### src/rtl/pio48_pkg.sv
package pio48_pkg;
  timeunit 1ns; timeprecision 1ps;
  localparam int PIO_PORT_W   = 8;
  localparam int PIO_N_PORTS  = 6;
  localparam int PIO_N_IRQ    = 3;
  localparam int PIO_ADDR_W   = 4;
  localparam int OFF_PEND     = 6;
  localparam int OFF_CTRL     = 7;
  localparam int OFF_PAGED    = 8;

  typedef enum logic [1:0] {
    PG_NONE = 2'd0,
    PG_POL  = 2'd1,
    PG_EN   = 2'd2,
    PG_ID   = 2'd3
  } page_e;
endpackage

### src/rtl/pio_sync.sv
module pio_sync #(
  parameter int W = 1
) (
  input  logic         clk_i,
  input  logic         rst_ni,
  input  logic [W-1:0] d_i,
  output logic [W-1:0] q_o
);
  timeunit 1ns; timeprecision 1ps;
  logic [W-1:0] s1_q, s2_q;

  always_ff @(posedge clk_i or negedge rst_ni) begin
    if (!rst_ni) begin
      s1_q <= '0;
      s2_q <= '0;
    end else begin
      s1_q <= d_i;
      s2_q <= s1_q;
    end
  end

  assign q_o = s2_q;
endmodule

### src/rtl/pio_irq_port.sv
module pio_irq_port #(
  parameter int W = 8
) (
  input  logic         clk_i,
  input  logic         rst_ni,
  input  logic [W-1:0] lvl_i,
  input  logic [W-1:0] pol_i,
  input  logic [W-1:0] en_i,
  output logic [W-1:0] id_o
);
  timeunit 1ns; timeprecision 1ps;
  logic [W-1:0] prev_q, id_q, hit;

  assign hit = (pol_i & lvl_i & ~prev_q) | (~pol_i & ~lvl_i & prev_q);

  always_ff @(posedge clk_i or negedge rst_ni) begin
    if (!rst_ni) begin
      prev_q <= '0;
      id_q   <= '0;
    end else begin
      prev_q <= lvl_i;
      id_q   <= en_i & (id_q | hit);  // enable low doubles as clear
    end
  end

  assign id_o = id_q;

  a_r7_edge_latched: assert property (@(posedge clk_i) disable iff (!rst_ni)
    (|(hit & en_i)) |=> ((id_q & $past(hit & en_i)) == $past(hit & en_i)));
  a_r8_new_only_enabled: assert property (@(posedge clk_i) disable iff (!rst_ni)
    ((id_q & ~$past(id_q) & ~$past(en_i)) == '0));
  a_r9_clear_on_disable: assert property (@(posedge clk_i) disable iff (!rst_ni)
    ((id_q & ~$past(en_i)) == '0));
endmodule

### src/rtl/pio48_paged.sv
module pio48_paged
  import pio48_pkg::*;
#(
  parameter int PORT_W  = PIO_PORT_W,
  parameter int N_PORTS = PIO_N_PORTS,
  parameter int N_IRQ   = PIO_N_IRQ,
  parameter int ADDR_W  = PIO_ADDR_W
) (
  input  logic                      clk_i,
  input  logic                      rst_ni,
  input  logic [ADDR_W-1:0]         addr_i,
  input  logic                      wr_i,
  input  logic [PORT_W-1:0]         wdata_i,
  output logic [PORT_W-1:0]         rdata_o,
  input  logic [PORT_W*N_PORTS-1:0] pin_i,
  output logic [PORT_W*N_PORTS-1:0] latch_o,
  output logic                      irq_o
);
  timeunit 1ns; timeprecision 1ps;
  localparam int N_LINES = PORT_W * N_PORTS;

  logic [N_LINES-1:0] pin_s;
  logic [PORT_W-1:0]  lat_q [N_PORTS];
  logic [PORT_W-1:0]  ctrl_q;
  logic [PORT_W-1:0]  pol_q [N_IRQ];
  logic [PORT_W-1:0]  en_q  [N_IRQ];
  logic [PORT_W-1:0]  id_w  [N_IRQ];
  logic [N_IRQ-1:0]   pend;
  logic [N_PORTS-1:0] lock;
  page_e              page;

  assign lock = ctrl_q[N_PORTS-1:0];
  assign page = page_e'(ctrl_q[PORT_W-1 -: 2]);

  pio_sync #(.W(N_LINES)) u_sync (
    .clk_i (clk_i),
    .rst_ni(rst_ni),
    .d_i   (pin_i),
    .q_o   (pin_s)
  );

  always_ff @(posedge clk_i or negedge rst_ni) begin
    if (!rst_ni) ctrl_q <= '0;
    else if (wr_i && addr_i == ADDR_W'(OFF_CTRL)) ctrl_q <= wdata_i;
  end

  for (genvar p = 0; p < N_PORTS; p++) begin : g_port
    always_ff @(posedge clk_i or negedge rst_ni) begin
      if (!rst_ni) lat_q[p] <= '1;
      else if (wr_i && addr_i == ADDR_W'(p) && !lock[p]) lat_q[p] <= wdata_i;
    end
    assign latch_o[p*PORT_W +: PORT_W] = lat_q[p];

    a_r4_locked_hold: assert property (@(posedge clk_i) disable iff (!rst_ni)
      (wr_i && addr_i == ADDR_W'(p) && lock[p]) |=> $stable(lat_q[p]));
  end

  for (genvar k = 0; k < N_IRQ; k++) begin : g_irq
    logic sel;
    assign sel = wr_i && addr_i == ADDR_W'(OFF_PAGED + k);

    always_ff @(posedge clk_i or negedge rst_ni) begin
      if (!rst_ni) begin
        pol_q[k] <= '0;
        en_q[k]  <= '0;
      end else begin
        if (sel && page == PG_POL) pol_q[k] <= wdata_i;
        if (sel && page == PG_EN)  en_q[k]  <= wdata_i;
      end
    end

    pio_irq_port #(.W(PORT_W)) u_irq (
      .clk_i (clk_i),
      .rst_ni(rst_ni),
      .lvl_i (pin_s[k*PORT_W +: PORT_W]),
      .pol_i (pol_q[k]),
      .en_i  (en_q[k]),
      .id_o  (id_w[k])
    );
    assign pend[k] = |id_w[k];

    a_r5_pol_page_only: assert property (@(posedge clk_i) disable iff (!rst_ni)
      (sel && page != PG_POL) |=> $stable(pol_q[k]));
    a_r6_en_page_only: assert property (@(posedge clk_i) disable iff (!rst_ni)
      (sel && page != PG_EN) |=> $stable(en_q[k]));
  end

  assign irq_o = |pend;

  always_comb begin
    rdata_o = '0;
    for (int p = 0; p < N_PORTS; p++)
      if (addr_i == ADDR_W'(p)) rdata_o = pin_s[p*PORT_W +: PORT_W];
    if (addr_i == ADDR_W'(OFF_PEND)) rdata_o = PORT_W'(pend);
    if (addr_i == ADDR_W'(OFF_CTRL)) rdata_o = ctrl_q;
    for (int k = 0; k < N_IRQ; k++)
      if (addr_i == ADDR_W'(OFF_PAGED + k)) begin
        unique case (page)
          PG_POL:  rdata_o = pol_q[k];
          PG_EN:   rdata_o = en_q[k];
          PG_ID:   rdata_o = id_w[k];
          default: rdata_o = '0;
        endcase
      end
  end

  a_r10_irq_follows_pending: assert property (@(posedge clk_i) disable iff (!rst_ni)
    $rose(irq_o) |-> (pend != '0));
endmodule

### config.mk
export PLATFORM = sky130hd
export DESIGN_NAME = pio48_paged
export DESIGN_NICKNAME = d
export VERILOG_FILES = /design/src/rtl/pio48_pkg.sv /design/src/rtl/pio_sync.sv /design/src/rtl/pio_irq_port.sv /design/src/rtl/pio48_paged.sv
export SDC_FILE = /design/constraint.sdc
export NUM_CORES = 1
export LEC_CHECK = 0
export ABC_AREA = 1
export BUFFER_PORTS_ARGS = -buffer_cell sky130_fd_sc_hd__buf_2
export CAP_MARGIN = 20
export CORE_MARGIN = 2
export CORE_UTILIZATION = 50
export CTS_CLUSTER_SIZE = 28
export DETAILED_ROUTE_END_ITERATION = 12
export PLACE_DENSITY = 0.73
export SLEW_MARGIN = 20
export SYNTH_ARGS = -nofsm -noshare
export SYNTH_HDL_FRONTEND = slang
export SYNTH_SLANG_ARGS = --single-unit
export TNS_END_PERCENT = 100
### constraint.sdc
create_clock -name clk_i -period 1.4 [get_ports clk_i]
set_input_delay 0.14 -clock clk_i [delete_from_list [all_inputs] [get_ports clk_i]]
set_output_delay 0.14 -clock clk_i [all_outputs]
set_load 0.02 [all_outputs]
==> impl.org <==
** Clock network
- Clock-pin slew was measured on the worst setup and hold paths at 0.06 ns.
- In this run the number of H-tree levels came out at 1.
- Clock tree root buffer cell :: sky130_fd_sc_hd__clkbuf_16
- Number of clock sinks :: 248
- Worst-case clock buffer depth :: 3
- CTS tree :: yes
- In this run, CTS created clock tree buffers numbering 26.
- Clock latency on the worst-skew pair, taken at its later pin, is 0.52 ns.

** Synth
- In the synthesized netlist the dominant register cell turns out to be sky130_fd_sc_hd__dfrtp_1.
- Post-Synth Simple-Gate Area :: 16.93%
- EDFF count, synth :: 0
- Netlist area before placement :: 9524 um^2
- Counting flops and latches in the post-synthesis netlist gives 248.
- Synthesis produced a netlist with a net count of 979.
- Yosys printed 0 warnings.
- Sequential-to-total area share from yosys stat :: 65.79%
- Area share of fa/ha/maj cells after synthesis :: 0%
- Combinational family with the most area after synthesis :: simple AND/OR/NAND/NOR gates
- Synthesized area divided by synthesized cell count :: 10.40 um^2
- The synthesized design spends more area on one cell type than any other, namely sky130_fd_sc_hd__dfrtp_1.
- Synthesized instance count :: 916
- Measured against the total synthesized area, the mux share comes to 0%.
- Xor/xnor share of the synthesized area :: 0%
- Leading cell type by number of instances after synthesis :: sky130_fd_sc_hd__nand2_1
- In the synthesized netlist the async set-or-reset flop fraction comes to 100.0%.
- Number of distinct library cell variants in the gate-level netlist after synthesis :: 33
- Cell types with the highest counts after synthesis :: sky130_fd_sc_hd__nand2_1, sky130_fd_sc_hd__dfrtp_1, sky130_fd_sc_hd__inv_1, sky130_fd_sc_hd__o21ai_1, sky130_fd_sc_hd__dfstp_2
- Synth Area in Compound Gates :: 11.85%
- Area fraction of the dominant cell type after synthesis :: 52.55%
- After synthesis, the cell types taking the most area are sky130_fd_sc_hd__dfrtp_1, sky130_fd_sc_hd__dfstp_2, sky130_fd_sc_hd__nand2_1, sky130_fd_sc_hd__o21ai_1, sky130_fd_sc_hd__inv_1.

** GRT
- Antenna violations before repair :: 0
- Vias in the first global route :: 7550
- Total GRT Usage :: 26.21%
- The first global-routing pass estimated 40850 um of wire.
- Maximum number of pins on one net before global-route repair :: 45
- After global routing the overflow that remains totals 0.

** Setup path
- For the worst setup path, the data required time is 1.26 ns.
- Critical path startpoint category :: flip-flop
- CP Class :: flip-flop to output pin
- CP Max Fanout :: 6
- STA puts the critical path data arrival time at 1.97 ns.
- Counting cells, the worst reg-to-reg path comes to 8.
- STA classifies the critical path endpoint as an output pin.

** Placement
- Input and output buffers added on the ports amount to 119.
- Detailed placement ended at an HPWL of 16760 um.
- Gp weighted congestion :: 0.8958
- Place WS :: -0.2254 ns

** STA
- Minimum setup slack in the final design :: -0.7133 ns
- For the pin with the worst max-slew slack, the measured transition is 0.3941 ns.
- Final min period :: 2.113 ns
- Hold Vio Cnt, Final :: 0
- Between clock sinks in the finished design, the worst skew comes to 0.006569 ns.
- Highest Clock Rate :: 0.4732 GHz
- Final Cycle Share :: 151.0%
- Headroom to the max-slew limit came out at 73.73%.
- Final setup violation count :: 17
- On the final layout, the worst hold slack is 0.09415 ns.
- Setup repair after global routing could not meet its margin everywhere.
- The number of max-slew violations in the final report came to 0.

** Cells and area
- Number of antenna cells inserted :: 0
- Cells with a size suffix above 1 make up 33.66% of the layout.
- Area growth syn-to-layout :: 35.09%
- Nets :: 1255
- The layout has 1372 filler cells.

** Floorplanning
- Total Die Area :: 20170 um^2
- The initialized floorplan defines 50 standard-cell rows.
- The die is 142.0 um wide.
- Vertical die dimension :: 142.0 um
- Ports placed on the boundary :: 120
- Core area :: 18710 um^2
- The initial utilization of the core area, before any placement, comes to 50.92%.

** Routing
- Total DRC errors in the routed layout :: 0
- The count of nets left with antenna violations once routing finished came out at 0.
- For this block, the routed nets add up to 25950 um of wire.
- Count of vias placed by the detailed router :: 7627
- Drt pass-1 iters :: 5
- Wire length per cell after detailed routing :: 17.95 um
- Dividing the detail-routed via count by the number of cells gives 5.275.
- The detailed router finished its first iteration with 541 violations.

** Pwr
- IR analysis of the VDD net gives a maximum drop of 1096 uV.
- Cell leakage power :: 6.225 nW
- Power per cell area :: 1510 nW/um^2

** Job
- The tool flagged a number of max-cap violations equal to 0.

** Min path
- The path class of the tightest hold or removal check is input port to flip-flop.
- Number of instances on the worst hold path :: 4

** Status
- The final reports fail on negative setup slack.
- The run finished, with violations left.
-- stage by stage --
step	instance area, um^2	TNS, ns	total power, mW	cells	util, %
floorplan	9529	0	10.25	916	-
finish	12870	-6.243	19.43	1446	68.78
global placement	11100	-1.518	11.49	1334	59.34
global route	12870	-7.195	20.24	1446	68.78
CTS	12680	-5.626	19.28	1437	67.79
detailed placement	11100	-2.430	11.58	1334	59.34
-- metal layers --
layer	global-route usage (%)	wire [um]
met1	36.32	10910
met2	43.35	12640
met3	3.735	1593
met4	8.211	811
met5	0	0
-- final timing paths --
kind | startpoint | to | slack [ns]
worst max-delay path | ctrl_q[6] | rdata_o[5] | -0.71
worst min-delay path | wdata_i[6] | pol_q[6] | 0.09
worst min register to register | u_sync.s1_q[32] | u_sync.q_o[32] | 0.35
worst max register to register | ctrl_q[6] | en_q[3] | -0.05
min in group asynchronous | rst_ni | u_sync.s1_q[15] | 0.11
max in group asynchronous | rst_ni | u_sync.s1_q[3] | 0.63
-- placed cells by master (no fill, tap or decap), types with 6 or more instances in the layout --
master | netlist | final
sky130_fd_sc_hd__nand4_1 | 13 | 13
sky130_fd_sc_hd__o21ai_2 | 24 | 24
sky130_fd_sc_hd__buf_12 | 0 | 10
sky130_fd_sc_hd__o221ai_1 | 15 | 11
sky130_fd_sc_hd__clkbuf_1 | 14 | 6
sky130_fd_sc_hd__nor2_1 | 41 | 36
sky130_fd_sc_hd__inv_2 | 8 | 15
sky130_fd_sc_hd__nor2_2 | 2 | 7
sky130_fd_sc_hd__nand2_1 | 239 | 227
sky130_fd_sc_hd__inv_1 | 87 | 78
sky130_fd_sc_hd__a21oi_1 | 8 | 8
sky130_fd_sc_hd__clkbuf_16 | 0 | 28
sky130_fd_sc_hd__buf_4 | 0 | 95
sky130_fd_sc_hd__clkbuf_8 | 0 | 8
sky130_fd_sc_hd__nand2_2 | 7 | 18
sky130_fd_sc_hd__dfstp_2 | 48 | 48
sky130_fd_sc_hd__buf_6 | 4 | 7
sky130_fd_sc_hd__nand3_1 | 28 | 27
sky130_fd_sc_hd__dfrtp_1 | 200 | 200
sky130_fd_sc_hd__o21ai_0 | 22 | 22
sky130_fd_sc_hd__o211ai_1 | 9 | 9
sky130_fd_sc_hd__buf_2 | 11 | 110
sky130_fd_sc_hd__dlygate4sd3_1 | 0 | 49
sky130_fd_sc_hd__o21ai_1 | 78 | 78
sky130_fd_sc_hd__o22ai_1 | 19 | 19
-- registers in the layout (all words and copies together) (netlist names) --
signal / cells
latch_o: 48
u_sync.q_o: 48
u_sync.s1_q: 48
en_q: 24
g_irq.u_irq.id_o: 24
g_irq.u_irq.prev_q: 24
pol_q: 24
ctrl_q: 8
-- cell families after synthesis --
| family | count (synthesis) |
|---|---|
| simple gates | 359 |
| flops | 248 |
| compound gates | 183 |
| buf+inv | 126 |
-- where the power goes --
part / switching [mW] / internal [mW]
Sequential: 0.506 / 8.14
Clock: 2.75 / 4.70
Combinational: 1.95 / 1.38
Total: 5.20 / 14.2
-- layout make-up --
type	count	area, um^2	area share [%]
clock inverters	7	142.6	1.109
flip-flops and latches	248	6266	48.70
repair buffers	275	2116	16.44
clock buffers	41	808.3	6.282
multi-input cells	544	2868	22.29
inverters	97	372.9	2.898
well taps	234	292.8	2.276
-- timing repair --
| item | in CTS | in global routing |
|---|---|---|
| cloned | 2 | 2 |
| gates resized for setup | 23 | 34 |
| pin swaps | 11 | 13 |
| hold buffers | 49 | 0 |
| endpoints found under the setup margin | 18 | 52 |
| setup buffers | 4 | 7 |
| endpoints found under the hold margin | 253 | 0 |
-- worst max-delay path, stage by stage, from the launching register on --
cell and delay, ns:
sky130_fd_sc_hd__dfrtp_1 0.42, sky130_fd_sc_hd__buf_4 0.17, sky130_fd_sc_hd__nand2_8 0.08, sky130_fd_sc_hd__buf_6 0.14
sky130_fd_sc_hd__o211ai_1 0.19, sky130_fd_sc_hd__nand2_1 0.12, sky130_fd_sc_hd__nand4_1 0.16, sky130_fd_sc_hd__buf_4 0.17
Note: power is estimated with default switching activity, not from simulation.
